**src/rtl/hbi_pkg.sv**
```systemverilog
package hbi_pkg;
  localparam int DW         = 32;
  localparam int LANE_W     = DW / 8;
  localparam int WORD_BYTES = LANE_W;
  localparam logic [LANE_W-1:0] LANES_ALL = '1;

  typedef enum logic [1:0] {
    XS_IDLE = 2'd0,
    XS_WAIT = 2'd1,
    XS_FIN  = 2'd2
  } xfer_state_e;
endpackage

```
**src/rtl/hbi_addr_hold.sv**
```systemverilog
module hbi_addr_hold #(
  parameter int AW = 8
) (
  input  logic          clk,
  input  logic          rst_ni,
  input  logic          addr_stb_n,
  input  logic [AW-1:0] addr_in,
  output logic [AW-1:0] addr_eff
);
  logic [AW-1:0] addr_q, addr_n;

  always_comb begin
    addr_n = addr_q;
    if (!addr_stb_n) addr_n = addr_in;
  end

  always_ff @(posedge clk or negedge rst_ni) begin
    if (!rst_ni) addr_q <= '0;
    else         addr_q <= addr_n;
  end

  assign addr_eff = addr_stb_n ? addr_q : addr_in;


  addr_hold_chk: assert property (@(posedge clk) disable iff (!rst_ni)
    addr_stb_n |=> (addr_q == $past(addr_q)));
endmodule

```
**src/rtl/hbi_async_fe.sv**
```systemverilog
module hbi_async_fe (
  input  logic clk,
  input  logic rst_ni,
  input  logic en,
  input  logic rd_stb_n,
  input  logic wr_stb_n,
  input  logic done,
  output logic start,
  output logic start_wr,
  output logic busy,
  output logic bus_rdy
);
  logic [1:0] rd_sync_q, wr_sync_q;
  logic       rd_d_q, wr_d_q, flag_q, flag_n;
  logic       rd_s, wr_s, rd_rise, wr_rise;

  assign rd_s    = rd_sync_q[1];
  assign wr_s    = wr_sync_q[1];
  assign rd_rise = rd_s & ~rd_d_q;
  assign wr_rise = wr_s & ~wr_d_q;

  always_comb begin
    flag_n = flag_q;
    if (done && en) flag_n = 1'b1;
    else if (!rd_s && !wr_s && !rd_sync_q[0] && !wr_sync_q[0]) flag_n = 1'b0;
  end

  always_ff @(posedge clk or negedge rst_ni) begin
    if (!rst_ni) begin
      rd_sync_q <= '0;
      wr_sync_q <= '0;
      rd_d_q    <= 1'b0;
      wr_d_q    <= 1'b0;
      flag_q    <= 1'b0;
    end else begin
      rd_sync_q <= {rd_sync_q[0], ~rd_stb_n};
      wr_sync_q <= {wr_sync_q[0], ~wr_stb_n};
      rd_d_q    <= rd_s;
      wr_d_q    <= wr_s;
      flag_q    <= flag_n;
    end
  end

  assign start    = en & ~flag_q & (rd_rise | wr_rise);
  assign start_wr = wr_rise;
  assign busy     = (|rd_sync_q) | (|wr_sync_q) | rd_d_q | wr_d_q | flag_q;
  // leading edge from the raw strobe, trailing edge from the clocked flag
  assign bus_rdy  = ~en | ~((~rd_stb_n | ~wr_stb_n) & ~flag_q);


  rdy_after_done_chk: assert property (@(posedge clk) disable iff (!rst_ni)
    $rose(flag_q) |-> $past(done));
endmodule

```
**src/rtl/hbi_xfer_core.sv**
```systemverilog
module hbi_xfer_core
  import hbi_pkg::*;
#(
  parameter int AW       = 8,
  parameter int PTR_W    = 16,
  parameter int PTR_ADDR = 'h3C
) (
  input  logic              clk,
  input  logic              rst_ni,
  input  logic              async_mode,
  input  logic              start,
  input  logic              s_wr,
  input  logic              s_dcs,
  input  logic [AW-1:0]     s_addr,
  input  logic [LANE_W-1:0] s_lanes,
  input  logic [DW-1:0]     s_wdata,
  input  logic              int_done,
  input  logic [DW-1:0]     int_rdata,
  output logic              reg_rd,
  output logic              reg_wr,
  output logic              dp_rd,
  output logic              dp_wr,
  output logic [AW-1:0]     reg_addr,
  output logic [PTR_W-1:0]  dp_addr,
  output logic [DW-1:0]     int_wdata,
  output logic [LANE_W-1:0] int_lanes,
  output logic [DW-1:0]     rdata,
  output logic              done,
  output logic              idle
);
  typedef struct packed {
    logic              wr;
    logic              dcs;
    logic [AW-1:0]     addr;
    logic [LANE_W-1:0] lanes;
    logic [DW-1:0]     wdata;
  } req_t;

  localparam logic [AW-1:0] PTR_SEL = AW'(PTR_ADDR);

  xfer_state_e      st_q, st_n;
  req_t             req_q, req_n;
  logic [PTR_W-1:0] ptr_q, ptr_n;
  logic [DW-1:0]    rdat_q, rdat_n;
  logic [3:0]       stb_q, stb_n;
  logic [1:0]       ack_s_q;
  logic             ack_eff;

  assign ack_eff = async_mode ? ack_s_q[1] : int_done;

  always_comb begin
    st_n   = st_q;
    req_n  = req_q;
    ptr_n  = ptr_q;
    rdat_n = rdat_q;
    stb_n  = '0;
    done   = 1'b0;
    case (st_q)
      XS_IDLE: begin
        if (start) begin
          req_n = '{wr: s_wr, dcs: s_dcs, addr: s_addr, lanes: s_lanes, wdata: s_wdata};
          if (s_dcs && (s_lanes != LANES_ALL)) begin
            st_n = XS_FIN;
            if (!s_wr) rdat_n = '0;
          end else if (!s_dcs && (s_addr == PTR_SEL)) begin
            st_n = XS_FIN;
            if (s_wr) ptr_n  = {s_wdata[PTR_W-1:2], 2'b00};
            else      rdat_n = DW'(ptr_q);
          end else begin
            st_n  = XS_WAIT;
            stb_n = s_dcs ? (s_wr ? 4'b1000 : 4'b0100)
                          : (s_wr ? 4'b0010 : 4'b0001);
          end
        end
      end
      XS_WAIT: begin
        if (int_done && !req_q.wr) rdat_n = int_rdata;
        if (ack_eff) begin
          done = 1'b1;
          st_n = XS_IDLE;
          if (req_q.dcs) ptr_n = ptr_q + PTR_W'(WORD_BYTES);
        end
      end
      XS_FIN: begin
        done = 1'b1;
        st_n = XS_IDLE;
      end
      default: st_n = XS_IDLE;
    endcase
  end

  always_ff @(posedge clk or negedge rst_ni) begin
    if (!rst_ni) begin
      st_q    <= XS_IDLE;
      req_q   <= '0;
      ptr_q   <= '0;
      rdat_q  <= '0;
      stb_q   <= '0;
      ack_s_q <= '0;
    end else begin
      st_q    <= st_n;
      req_q   <= req_n;
      ptr_q   <= ptr_n;
      rdat_q  <= rdat_n;
      stb_q   <= stb_n;
      ack_s_q <= {ack_s_q[0], int_done};
    end
  end

  assign {dp_wr, dp_rd, reg_wr, reg_rd} = stb_q;
  assign reg_addr  = req_q.addr;
  assign dp_addr   = ptr_q;
  assign int_wdata = req_q.wdata;
  assign int_lanes = req_q.lanes;
  assign rdata     = rdat_q;
  assign idle      = (st_q == XS_IDLE);


  one_strobe_chk: assert property (@(posedge clk) disable iff (!rst_ni)
    $onehot0(stb_q));


  ptr_step_chk: assert property (@(posedge clk) disable iff (!rst_ni)
    (st_q == XS_WAIT && ack_eff && req_q.dcs) |=> (ptr_q == $past(ptr_q) + PTR_W'(WORD_BYTES)));


  partial_dma_chk: assert property (@(posedge clk) disable iff (!rst_ni)
    (st_q == XS_IDLE && start && s_dcs && s_lanes != LANES_ALL) |=> (stb_q == '0 && ptr_q == $past(ptr_q)));


  ptr_reg_chk: assert property (@(posedge clk) disable iff (!rst_ni)
    (st_q == XS_IDLE && start && !s_dcs && s_addr == PTR_SEL) |=> (stb_q == '0));
endmodule

```
**src/rtl/host_bus_if.sv**
```systemverilog
module host_bus_if
  import hbi_pkg::*;
#(
  parameter int AW       = 8,
  parameter int PTR_W    = 16,
  parameter int PTR_ADDR = 'h3C
) (
  input  logic              clk,
  input  logic              rst_n,
  input  logic              mode_sync,
  input  logic              addr_stb_n,
  input  logic [AW-1:0]     addr,
  input  logic [3:0]        lanes,
  input  logic [31:0]       bus_wdata,
  output logic [31:0]       bus_rdata,
  input  logic              rd_stb_n,
  input  logic              wr_stb_n,
  output logic              bus_rdy,
  input  logic              cyc_start_n,
  input  logic              bus_write,
  output logic              loc_done_n,
  input  logic              dma_sel_n,
  output logic              reg_rd,
  output logic              reg_wr,
  output logic [AW-1:0]     reg_addr,
  output logic              dp_rd,
  output logic              dp_wr,
  output logic [PTR_W-1:0]  dp_addr,
  output logic [31:0]       int_wdata,
  output logic [3:0]        int_lanes,
  input  logic [31:0]       int_rdata,
  input  logic              int_done
);
  logic          rst_meta_q, rst_ni;
  logic          mode_q, mode_n;
  logic          srdy_q, srdy_n;
  logic [AW-1:0] addr_eff;
  logic          fe_start, fe_start_wr, fe_busy;
  logic          core_done, core_idle;
  logic          a_start, s_start, start, s_wr, bus_idle;

  always_ff @(posedge clk or negedge rst_n) begin
    if (!rst_n) {rst_ni, rst_meta_q} <= 2'b00;
    else        {rst_ni, rst_meta_q} <= {rst_meta_q, 1'b1};
  end

  hbi_addr_hold #(.AW(AW)) u_addr (
    .clk        (clk),
    .rst_ni     (rst_ni),
    .addr_stb_n (addr_stb_n),
    .addr_in    (addr),
    .addr_eff   (addr_eff)
  );

  hbi_async_fe u_afe (
    .clk      (clk),
    .rst_ni   (rst_ni),
    .en       (~mode_q),
    .rd_stb_n (rd_stb_n),
    .wr_stb_n (wr_stb_n),
    .done     (core_done),
    .start    (fe_start),
    .start_wr (fe_start_wr),
    .busy     (fe_busy),
    .bus_rdy  (bus_rdy)
  );

  assign a_start  = fe_start & core_idle;
  assign s_start  = mode_q & ~cyc_start_n & core_idle & ~srdy_q;
  assign start    = a_start | s_start;
  assign s_wr     = mode_q ? bus_write : fe_start_wr;
  assign bus_idle = core_idle & ~fe_busy & rd_stb_n & wr_stb_n & cyc_start_n & ~srdy_q;

  hbi_xfer_core #(.AW(AW), .PTR_W(PTR_W), .PTR_ADDR(PTR_ADDR)) u_core (
    .clk        (clk),
    .rst_ni     (rst_ni),
    .async_mode (~mode_q),
    .start      (start),
    .s_wr       (s_wr),
    .s_dcs      (~dma_sel_n),
    .s_addr     (addr_eff),
    .s_lanes    (lanes),
    .s_wdata    (bus_wdata),
    .int_done   (int_done),
    .int_rdata  (int_rdata),
    .reg_rd     (reg_rd),
    .reg_wr     (reg_wr),
    .dp_rd      (dp_rd),
    .dp_wr      (dp_wr),
    .reg_addr   (reg_addr),
    .dp_addr    (dp_addr),
    .int_wdata  (int_wdata),
    .int_lanes  (int_lanes),
    .rdata      (bus_rdata),
    .done       (core_done),
    .idle       (core_idle)
  );

  always_comb begin
    mode_n = mode_q;
    if (bus_idle) mode_n = mode_sync;
    srdy_n = mode_q & core_done;
  end

  always_ff @(posedge clk or negedge rst_ni) begin
    if (!rst_ni) begin
      mode_q <= 1'b0;
      srdy_q <= 1'b0;
    end else begin
      mode_q <= mode_n;
      srdy_q <= srdy_n;
    end
  end

  assign loc_done_n = ~srdy_q;


  done_pulse_chk: assert property (@(posedge clk) disable iff (!rst_ni)
    !loc_done_n |=> loc_done_n);


  rdy_clocked_chk: assert property (@(posedge clk) disable iff (!rst_ni)
    mode_q |-> bus_rdy);


  mode_hold_chk: assert property (@(posedge clk) disable iff (!rst_ni)
    !bus_idle |=> (mode_q == $past(mode_q)));
endmodule

```
**config.mk**
```make
export PLATFORM = sky130hd
export DESIGN_NAME = host_bus_if
export DESIGN_NICKNAME = d
export VERILOG_FILES = /design/src/rtl/hbi_pkg.sv /design/src/rtl/hbi_addr_hold.sv /design/src/rtl/hbi_async_fe.sv /design/src/rtl/hbi_xfer_core.sv /design/src/rtl/host_bus_if.sv
export SDC_FILE = /design/constraint.sdc
export NUM_CORES = 1
export LEC_CHECK = 0
export ABC_AREA = 1
export BUFFER_PORTS_ARGS = -buffer_cell sky130_fd_sc_hd__buf_4
export CAP_MARGIN = 20
export CELL_PAD_IN_SITES_DETAIL_PLACEMENT = 0
export CELL_PAD_IN_SITES_GLOBAL_PLACEMENT = 1
export CORE_ASPECT_RATIO = 0.6
export CORE_MARGIN = 8
export CORE_UTILIZATION = 33
export DETAILED_ROUTE_END_ITERATION = 10
export PLACE_DENSITY_LB_ADDON = 0.1
export SLEW_MARGIN = 20
export SYNTH_ARGS = -nofsm -noshare
export SYNTH_HDL_FRONTEND = slang
export SYNTH_HIERARCHICAL = 1
export SYNTH_SLANG_ARGS = --single-unit
```
**constraint.sdc**
```tcl
create_clock -name clk -period 3.2 [get_ports clk]
set_input_delay 0.8 -clock clk [delete_from_list [all_inputs] [get_ports clk]]
set_output_delay 0.8 -clock clk [all_outputs]
set_load 0.05 [all_outputs]
```
Yosys cells after proc, flatten, opt, wreduce, memory -nomap -nowiden
Index checks and enable logic that the tools add are counted.

storage, ports and cells
  output and inout bits = 98
  register bits after elaboration = 121
  logic and storage cells = 122

operators by class
  eq/ne operators = 13
  reduce and logical (&&, ||, !) cells = 21
  mux-type cells = 33
  add/subtract/negate cells = 1
  bitwise logic cells = 34

operators by type and width
  operator                                       number
  two-way mux 32 bit                             6
  two-way mux 16 bit                             6
  one-hot mux 32 bit (2 select lines)            1
  one-hot mux 16 bit (2 select lines)            1
  two-way mux 4 bit                              6
  adder 16 x 3 -> 16 bit, second input constant  1
  bitwise AND 1 bit                              15
  != test 2 x 1 -> 1 bit, second input constant  6
  inverter 1 bit                                 11
  two-way mux 2 bit                              5
  == test 8 x 6 -> 1 bit, second input constant  1
  two-way mux 8 bit                              1
  OR 1 bit                                       8
  logical AND 1 bit                              7
  AND reduction 7 bit                            1
  zero test 1 bit                                5
  two-way mux 1 bit                              5
  AND reduction 5 bit                            1
  != test 2 bit, second input constant           2
  != test 4 bit, second input constant           1
  one-hot mux 2 bit (2 select lines)             1
  AND reduction 2 bit                            2
  nonzero test 2 bit                             2
  OR reduction 2 bit                             2
  other kinds (5)                                5

Depth between registers and ports, before layout
Gate-level depths: netlist of the first run.

  depth in word-level cells = 11
  mapped depth = 15

By module
The synthesis of the first run kept the hierarchy.

by module, submodules not included
  module         area an instance (um2)  cells an instance  times used
  hbi_xfer_core  5097.4                  676                1
  hbi_addr_hold  305.3                   34                 1
  hbi_async_fe   254.0                   26                 1
  host_bus_if    183.9                   25                 1

Worst setup path before layout of the first run
Ideal clock, no wire load.

  kind = in2out
  start = input rd_stb_n
  end = output bus_rdy
  stages on the path = 2
  data arrival time = 1.579 ns
  slack = 0.821 ns
  data required time = 2.400 ns
  cells stage by stage = inv_1 > o21bai_1

on the way
  cells in the longest elaborated chain, start to end = 5

ends and longest elaborated chain
  what               RTL line            text
  start, declared    host_bus_if.sv:16   input logic rd_stb_n,
  inverter 1 bit     hbi_async_fe.sv:48  assign bus_rdy = ~en | ~((~rd_stb_n | ~wr_stb_n) & ~flag_q);
  OR 1 bit           hbi_async_fe.sv:48
  bitwise AND 1 bit  hbi_async_fe.sv:48
  inverter 1 bit     hbi_async_fe.sv:48
  OR 1 bit           hbi_async_fe.sv:48
  end, declared      host_bus_if.sv:18   output logic bus_rdy,

Every way passes these cells.

Final worst setup path of the first run
  start = register u_core.st_q[1]
  end = register u_core.ptr_q[8], in the netlist u_core/dp_addr[8]

on the way
  cells in the longest elaborated chain, start to end = 6

ends and longest elaborated chain
  what                                       RTL line              text
  start, declared                            hbi_xfer_core.sv:41   xfer_state_e st_q, st_n;
  start signal, assigned                     hbi_xfer_core.sv:101  st_q <= st_n;
  zero test 2 bit *                          hbi_xfer_core.sv:116  assign idle = (st_q == XS_IDLE);
  via core_idle                              host_bus_if.sv:39     logic core_done, core_idle;
  bitwise AND 1 bit (2 in series)            host_bus_if.sv:69     assign s_start = mode_q & ~cyc_start_n & core_idle & ~srdy_q;
  OR 1 bit *                                 host_bus_if.sv:70     assign start = a_start | s_start;
  via start                                  host_bus_if.sv:40     logic a_start, s_start, start, s_wr, bus_idle;
  != test 2 x 1 -> 1 bit (no source line) *  n/a
  AND reduction 7 bit (no source line) *     n/a
  end signal, assigned                       hbi_xfer_core.sv:103  ptr_q <= ptr_n;
  end, declared                              hbi_xfer_core.sv:43   logic [PTR_W-1:0] ptr_q, ptr_n;

Mark *: on every way through the listed nets, which the timed path passes. The rest lies on a longest branch.
A chain may end at the register's enable or synchronous reset.

==> flow_summary.ini, run 1 <==
[run_status]
status = complete, no violations

[floorplan]
core_region_area_sq_um = 17200
fp.dieH_um = 119
ios = 184
start_util_pct = 33.9
dieWidth_um = 188
core.rowCount = 37
die_area_sq_um = 22400

[timing]
slew_headroom_pct = 52.3
setup_viol = 0
min_period_ns = 2.32
worstMarginPinSlew_ns = 0.715
fin_ws_ns = 0.876
fin_tns_setup_ns = 0
fmax_mhz = 430
skew_ns = 0.0111
finalHoldViolCount = 0
holdWs_ns = 0.164
period_share_pct = 72.6
slew_viol_final = 0
grt_setup_unrepaired = false

[drt]
routed_wl_mm = 17.4
num_vias = 5128
dr.pass1.iters = 5
first_iter_violations = 284
routedWlPerCell_um = 15.2
ant_nets = 0
post-route-drc-count = 0
avgViaCountPerCell = 4.50

[yosys]
syn-instance-count = 761
yosysTopAreaCell = dfrtp_1
synth-edff-count = 0
yosys-top-cells-area = dfrtp_1 (51%), nand2_1 (23%), buf_4 (6.2%)
async_reset_ff_share_pct = 100
ys_ff_latch = 119
netlist_area_sq_um = 5840
post_synth.cell_area_avg_sq_um = 7.67
synth.most_common_cell = nand2_1
synth_top_area_share_pct = 51.0
ys.flop_type = dfrtp_1
ys_seq_area_share_pct = 51.0
synth_warnings = 6
synthTopCellsByCount = nand2_1 (352), dfrtp_1 (119), nand3_1 (71)
yosysUniqueCellTypes = 28

[global_route]
grt_max_degree = 60
grt_pass1_vias = 5272
grt_pass1_wl_mm = 28.8
overflow = 0
grt_antenna_before_repair = 0
grtUsageTotal_pct = 15.9

[clocking]
cts_tree = done
cts_hold_buf = 0
cts_setup_buffers = 0
numCtsBuffers = 17
cts.path.max_buffers = 2
clock_sinks = 119
cts_resized = 0
htree_levels = 4
cts.clk_slew.worst_paths_ns = 0.06
root_buffer = clkbuf_16
insertion_delay_ns = 0.41

[critical_path]
crit_path_max_fanout = 16
critPathKind = flop to flop
arrival_ns = 2.65
worst_ep_required_time_ns = 3.53
cp-end-kind = flop
cp-start-kind = flop

[pwr]
p_leak_uw = 0.00433
p_per_area_nw_per_um2 = 1170
max-vdd-ir-drop_v = 0.000470

[place]
routabilityCongestion = 0.801
dp_hpwl_mm = 12.7
dp.cells = 1108
port_buffers = 181
place_ws_ns = 0.600

[cells_and_area]
drive_gt1_share_pct = 26.0
nNetsFinal = 983
n_antenna_cell = 0
syn_to_final_growth_pct = 30.8
final_core_util_pct = 44.4
fin_cells = 1140

[hold_path]
hold_class = primary input to asynchronous set/reset pin

[run]
maxCapViolCount = 0
## per-layer routing
metal  up-vias  share of wire [%]  GRT usage (%)
met5         -                  0              0
li1       2558                  -              -
met2       183                 42           22.9
met4         0               0.91           4.36
met1      2372                 51           22.6
met3        15                6.8           4.72
## path summary, 6_finish.rpt
kind / startpoint / to / slack, ns / depth (start not counted)
hold / removal: rst_n / rst_ni / 0.16 / 1
min in group clk: u_core/ack_s_q[0] / u_core/ack_s_q[1] / 0.35 / 0
setup / recovery: u_core/st_q[1] / u_core/dp_addr[8] / 0.88 / 11
max in group asynchronous: rst_ni / u_core/rdata[9] / 2.12 / 1
setup reg to reg: u_core/st_q[1] / u_core/dp_addr[8] / 0.88 / 11
hold reg to reg: rst_ni / u_core/int_wdata[0] / 0.31 / 0
## critical path: stages (launching register included)
cell     delay [ns]
dfrtp_1        0.38
inv_1          0.10
ha_1           0.39
nand3_1        0.13
nand2_1        0.14
or2_1          0.14
nand2_1        0.08
nor2_1         0.13
nand2_2        0.21
inv_2          0.34
nand2_1        0.13
o21ai_2        0.07
## sequential cells by signal (all words and copies together), names as in the netlist, 4 cells and up
register          flops
u_addr/addr_q         8
u_core/dp_addr       14
u_core/int_lanes      4
u_core/int_wdata     32
u_core/rdata         32
u_core/reg_addr       8
u_core/stb_q          4
## layout by cell type (no fill, tap or decap), types with 2 or more instances in the layout
cell,count
o21ai_0,23
buf_4,187
nand3_1,71
nand4_1,3
clkinv_2,2
nor2_1,20
a21oi_1,3
inv_1,60
nand2_2,4
clkinvlp_4,7
inv_6,3
bufinv_16,2
nor2_2,2
ha_1,3
o21ai_1,3
nor3_1,6
nand2_1,351
o21ai_2,2
inv_2,5
conb_1,3
clkbuf_16,17
dfrtp_1,118
## report_power, final
group	total (uW)	switching (uW)	internal, uW
sequential	2510	432	2080
combinational	4540	3300	1230
clock	1910	738	1170
total	8950	4470	4480
## metrics by stage
step | total power (uW) | cell area [sq um]
after detailed placement | 7120 | 7050
after global placement | 7060 | 7050
after floorplan | 6030 | 5850
after global routing | 9520 | 7640
final | 8950 | 7640
after CTS | 9070 | 7640
## cell type report
| class | instances | area [sq um] |
|---|---|---|
| clock buffers | 18 | 439 |
| inverters | 65 | 244 |
| multi-input cells | 502 | 2110 |
| well taps | 234 | 293 |
| flip-flops and latches | 119 | 2980 |
| fillers | 1791 | 9580 |
| clock inverters | 14 | 149 |
| repair buffers | 188 | 1420 |
## logic make-up after synthesis
| group | synth area share (%) |
|---|---|
| and+or+nand+nor | 31.6 |
| buffers and inverters | 13.0 |
| DFF | 51.0 |
| AOI/OAI and AO/OA | 3.28 |
| adders and majority gates | 0.857 |
| other | 0.129 |
| xor gates and xnor gates | 0.150 |
Power figures use the tool's default switching activity.
==> run 2, diff against run 1 <==
CORE_UTILIZATION = 36   (was 33)
clock period = 2.3 ns   (was 3.2 ns; I/O delays follow)
==> run 2 against run 1 <==
Net effect:
- sequential cell count unchanged
- cell count down 1.9%
- sequential share of layout area up 0.11 points
- worst hold slack better by 0.099 ns
- fmax up 11%
- clock skew about the same
- sequential power up 39%
- die area down 7.4%
- critical endpoint is now u_core/rdata[7]
- highest routed layer unchanged
==> flow_summary.ini, run 2 (synthesized netlist as in run 1, its figures left out) <==
[run_status]
status = complete, no violations

[critical_path]
cp-end-kind = flop
r2r-start = u_core/st_q[1]
r2r_slack_ns = 0.21
critPathKind = flop to flop
arrival_ns = 2.38
cp-start-kind = flop
crit_path_max_fanout = 32
worst_ep_required_time_ns = 2.59
r2r_end = u_core/rdata[7]
worstRegToRegCells = 10

[timing]
period_share_pct = 91.0
holdWs_ns = 0.263
min_period_ns = 2.09
slew_headroom_pct = 66.5
setup_viol = 0
fin_ws_ns = 0.208
finalHoldViolCount = 0
worstMarginPinSlew_ns = 0.502
fin_tns_setup_ns = 0
grt_setup_unrepaired = false
fmax_mhz = 478
skew_ns = 0.0109
slew_viol_final = 0

[global_route]
grt_max_degree = 60
grt_pass1_vias = 5194
grt_antenna_before_repair = 0
overflow = 0
grt_pass1_wl_mm = 27.7
grtUsageTotal_pct = 16.7

[drt]
dr.pass1.iters = 5
num_vias = 5097
routed_wl_mm = 16.9
ant_nets = 0
first_iter_violations = 363
avgViaCountPerCell = 4.56
post-route-drc-count = 0
routedWlPerCell_um = 15.2

[floorplan]
dieWidth_um = 180
core_region_area_sq_um = 16000
core.rowCount = 36
start_util_pct = 36.4
fp.dieH_um = 115
die_area_sq_um = 20700
ios = 184

[cells_and_area]
fin_cells = 1118
drive_gt1_share_pct = 26.2
final_cell_mix = nand2_1 (351), buf_4 (189), dfrtp_1 (118)
syn_to_final_growth_pct = 30.5
nNetsFinal = 989
n_antenna_cell = 0
nFillCells = 1569
layout.cells.most_common = nand2_1

[clocking]
cts_tree = done
root_buffer = clkbuf_16
cts_setup_buffers = 0
numCtsBuffers = 17
clock_sinks = 119
insertion_delay_ns = 0.41
cts.path.max_buffers = 2
cts.clk_slew.worst_paths_ns = 0.06
htree_levels = 4

[pwr]
total_power_uw = 12300
p_leak_uw = 0.00435
max-vdd-ir-drop_v = 0.000743
p_per_area_nw_per_um2 = 1610

[place]
place_ws_ns = 0.0228
dp_hpwl_mm = 12.4
dp.cells = 1088
port_buffers = 181
routabilityCongestion = 0.781

[hold_path]
hold_class = flop to asynchronous set/reset pin

[run]
maxCapViolCount = 0
[run 2: changes by cell type in the layout (fill, tap and decap cells not counted), sizes merged]
cell	change
buf	+5
clkinv	+3
clkinvlp	-3
inv	-3
bufinv	-2
clkbuf	+2
dlygate4sd3	+1
[run 2: worst max path at each step]
| stage | start | end | slack [ns] | depth (start not counted) |
|---|---|---|---|---|
| 6_report | u_core/st_q[1] | u_core/rdata[7] | 0.21 | 10 |
| 5_1_grt | u_core/st_q[1] | u_core/dp_addr[8] | 0.002 | 10 |
| 4_1_cts | u_core/st_q[1] | u_core/rdata[17] | 0.15 | 9 |
| 3_5_place_dp | addr_stb_n | u_core/rdata[29] | 0.02 | 14 |
| 3_3_place_gp | addr_stb_n | u_core/rdata[12] | 0.06 | 14 |
| 2_1_floorplan | rst_ni | mode_q | 0.31 | 0 |
[run 2: worst max-delay path, stage by stage, from the launching register on]
cell and delay (ns):
dfrtp_1 0.38, inv_1 0.10, ha_2 0.34, inv_2 0.27, nand2_1 0.19, nand2_1 0.08
nor2_2 0.14, nand2_2 0.06, buf_4 0.24, nand2_1 0.10, nand2_1 0.05
[run 2: per-stage QoR]
step | util (%) | area [sq um]
after floorplan | - | 5850
after global placement | 44.2 | 7080
after detailed placement | 44.2 | 7080
after CTS | 47.5 | 7620
final | 47.5 | 7620
after global routing | 47.5 | 7620
[run 2: repair_timing]
action                                  in CTS  in global routing
endpoints found under the setup margin       0                 15
hold buffers                                 1                  0
hold endpoints to repair                     2                  0
gates resized for setup                      0                  1
[run 2: final cells by class]
cell class	count	area (sq um)	share of cell area, %
timing repair buffer	194	1500	19.7
tap	209	262	3.43
clock buffer	20	467	6.12
sequential	119	2980	39.1
inverter	65	244	3.20
clock inverter	9	55.1	0.722
multi-input combinational	502	2110	27.7
[run 2: report_power, final]
part	internal (uW)	total (uW)	switching (uW)
clock	1430	2370	938
combinational	1800	6400	4600
sequential	2890	3490	600
[run 2: routing by layer]
layer,vias to the layer above,GRT usage (%),share of wire (%)
met2,157,24.7,42
li1,2558,-,-
met1,2371,23.6,51
met4,0,5.10,0.70
met5,-,0,0
met3,11,4.34,6.3
==> run 3, diff against run 2 <==
CORE_UTILIZATION = 38   (was 36)
SYNTH_HIERARCHICAL = unset   (was 1)
==> run 3 against run 2 <==
Net effect:
- utilization grew 3.8 points
- fmax grew 6.9%
- routed wire length shrank 3.6%
- synthesized cell count shrank 11%
- clock power grew 24%
- sequential share of layout area shrank 0.87 points
- via count shrank 5.4%
==> flow_summary.ini, run 3 <==
[place]
port_buffers = 181
routabilityCongestion = 0.819
place_ws_ns = 0.127
dp.cells = 1000
dp_hpwl_mm = 12.4
place_area_sq_um = 7130

[timing]
period_share_pct = 85.1
fin_ws_ns = 0.344
worstMarginPinSlew_ns = 0.702
grt_setup_unrepaired = false
slew_viol_final = 0
slew_headroom_pct = 53.2
setup_viol = 0
fin_tns_setup_ns = 0
finalHoldViolCount = 0
min_period_ns = 1.96
skew_ns = 0.0101
fmax_mhz = 511

[hold_path]
hold_path_end = u_core.ack_s_q[0]
min_from = int_done
hold_depth = 1
hold_class = primary input to flop

[clocking]
cts.clk_slew.worst_paths_ns = 0.06
numCtsBuffers = 17
clock_sinks = 119
cts_tree = done
cts.path.max_buffers = 2
insertion_delay_ns = 0.41
htree_levels = 4
root_buffer = clkbuf_16
cts_resized = 0

[critical_path]
critPathKind = flop to flop
critical_path.cell_chain = inv_1 > ha_1 > nand4_1 > nand3_1 > nand2_1 > inv_1 > nand3_2 > nand2_1 > nand2_1
r2r_slack_ns = 0.34
worst-path-buf-inv = 2
r2r-start = u_core.st_q[0]
worst_ep_required_time_ns = 2.59
worstRegToRegCells = 9
critPathSlowestCell = dfrtp_1
arrival_ns = 2.24
max_stage_delay_ns = 0.38
r2r_end = u_core.dp_addr[14]
cp-end-kind = flop
crit_top_cell = nand2_1
cp-start-kind = flop
crit_path_max_fanout = 14
crit_family = simple AND/OR/NAND/NOR gates

[floorplan]
ios = 184
die_area_sq_um = 19800
fp.dieH_um = 112
core_region_area_sq_um = 15200
core.rowCount = 35
dieWidth_um = 176
start_util_pct = 38.6

[yosys]
netlist_area_sq_um = 5860
ys.flop_type = dfrtp_1
yosys-top-cells-area = dfrtp_1 (51%), nand2_1 (14%), mux2_2 (6.9%)
synth.most_common_cell = nand2_1
yosysUniqueCellTypes = 34
synthTopCellsByCount = nand2_1 (224), dfrtp_1 (119), nand3_1 (63)
post_synth.cell_area_avg_sq_um = 8.69
yosysTopAreaCell = dfrtp_1
synth_warnings = 0
synth_top_area_share_pct = 50.8
ys_ff_latch = 119
synth-edff-count = 0
ys_seq_area_share_pct = 50.8
async_reset_ff_share_pct = 100
syn-instance-count = 674

[cells_and_area]
syn_to_final_growth_pct = 33.0
drive_gt1_share_pct = 34.3
nNetsFinal = 907
fin_cells = 1033
layout.cells.most_common = nand2_1
nFillCells = 1468
n_antenna_cell = 0
final_cell_mix = nand2_1 (224), buf_4 (193), dfrtp_1 (118)
design_area_sq_um = 7790

[pwr]
p_leak_uw = 0.00420
p_per_area_nw_per_um2 = 1680
max-vdd-ir-drop_v = 0.000881

[drt]
routedWlPerCell_um = 15.8
post-route-drc-count = 0
routed_wl_mm = 16.3
dr.pass1.iters = 4
num_vias = 4823
ant_nets = 0
avgViaCountPerCell = 4.67
first_iter_violations = 386

[global_route]
grtUsageTotal_pct = 17.0
grt_antenna_before_repair = 0
grt_pass1_vias = 4993
grt_max_degree = 49
overflow = 0
grt_pass1_wl_mm = 26.9

[run]
maxCapViolCount = 0

[run_status]
status = complete, no violations
-- run 3: changes by cell type after synthesis, moves of 6 or more --
cell / previous run / this run
nand2_2: 3 / 9
mux2_2: 0 / 36
nand3_1: 71 / 63
nand2_1: 352 / 224
o21ai_0: 23 / 13
-- run 3: cell families after synthesis --
logic type / after synthesis / share of synthesized area [%]
AND/OR/NAND/NOR: 340 / 24.6
buffers and inverters: 135 / 12.8
flip-flops: 119 / 50.8
multiplexers: 36 / 6.92
AO/OA/AOI/OAI: 34 / 3.31
adder cells (fa/ha/maj): 4 / 0.854
XOR/XNOR: 4 / 0.598
other: 2 / 0.128
-- run 3: report_power, final --
group | switching (uW) | internal (uW) | total (uW)
Combinational | 4620 | 2090 | 6710
Clock | 959 | 1980 | 2940
Sequential | 582 | 2860 | 3450
-- run 3: worst max-delay path by stage --
stage                     depth (start not counted)  slack [ns]      startpoint                  to
after floorplan                                   0        0.31          rst_ni              mode_q
after global placement                           13        0.22      addr_stb_n     u_core.rdata[7]
after detailed placement                         13        0.13      addr_stb_n    u_core.rdata[23]
after CTS                                         9        0.36  u_core.st_q[0]  u_core.dp_addr[14]
after global routing                              9        0.19  u_core.st_q[0]  u_core.dp_addr[14]
final                                             9        0.34  u_core.st_q[0]  u_core.dp_addr[14]
-- run 3: metal layers --
layer  GRT usage, %  part of all wire (%)  vias up
met3           5.36                   6.9        2
li1               -                     -     2371
met4           5.12                  0.19        0
met2           24.9                    44      126
met1           23.5                    48     2324
met5              0                     0        -
-- run 3: metrics by stage --
stage | hold slack, ns | total power [uW] | util (%)
2_1_floorplan | 0.279 | 8730 | -
3_3_place_gp | 0.333 | 10200 | 46.9
3_5_place_dp | 0.339 | 10300 | 46.9
4_1_cts | 0.289 | 13200 | 51.3
5_1_grt | 0.293 | 13800 | 51.3
6_report | 0.312 | 13100 | 51.3
-- run 3: timing repair --
item	4_1_cts	5_1_grt
hold buffers	1	0
buffers inserted	0	0
endpoints found under the hold margin	2	0
-- run 3: layout make-up --
cell class              count  area [sq um]  share of cell area [%]
flip-flops and latches    119          2980                    38.3
multi-input cells         421          2150                    27.6
inverters                  61           234                    3.00
repair buffers            197          1520                    19.5
well taps                 203           254                    3.26
clock inverters            12           199                    2.55
clock buffers              20           457                    5.86
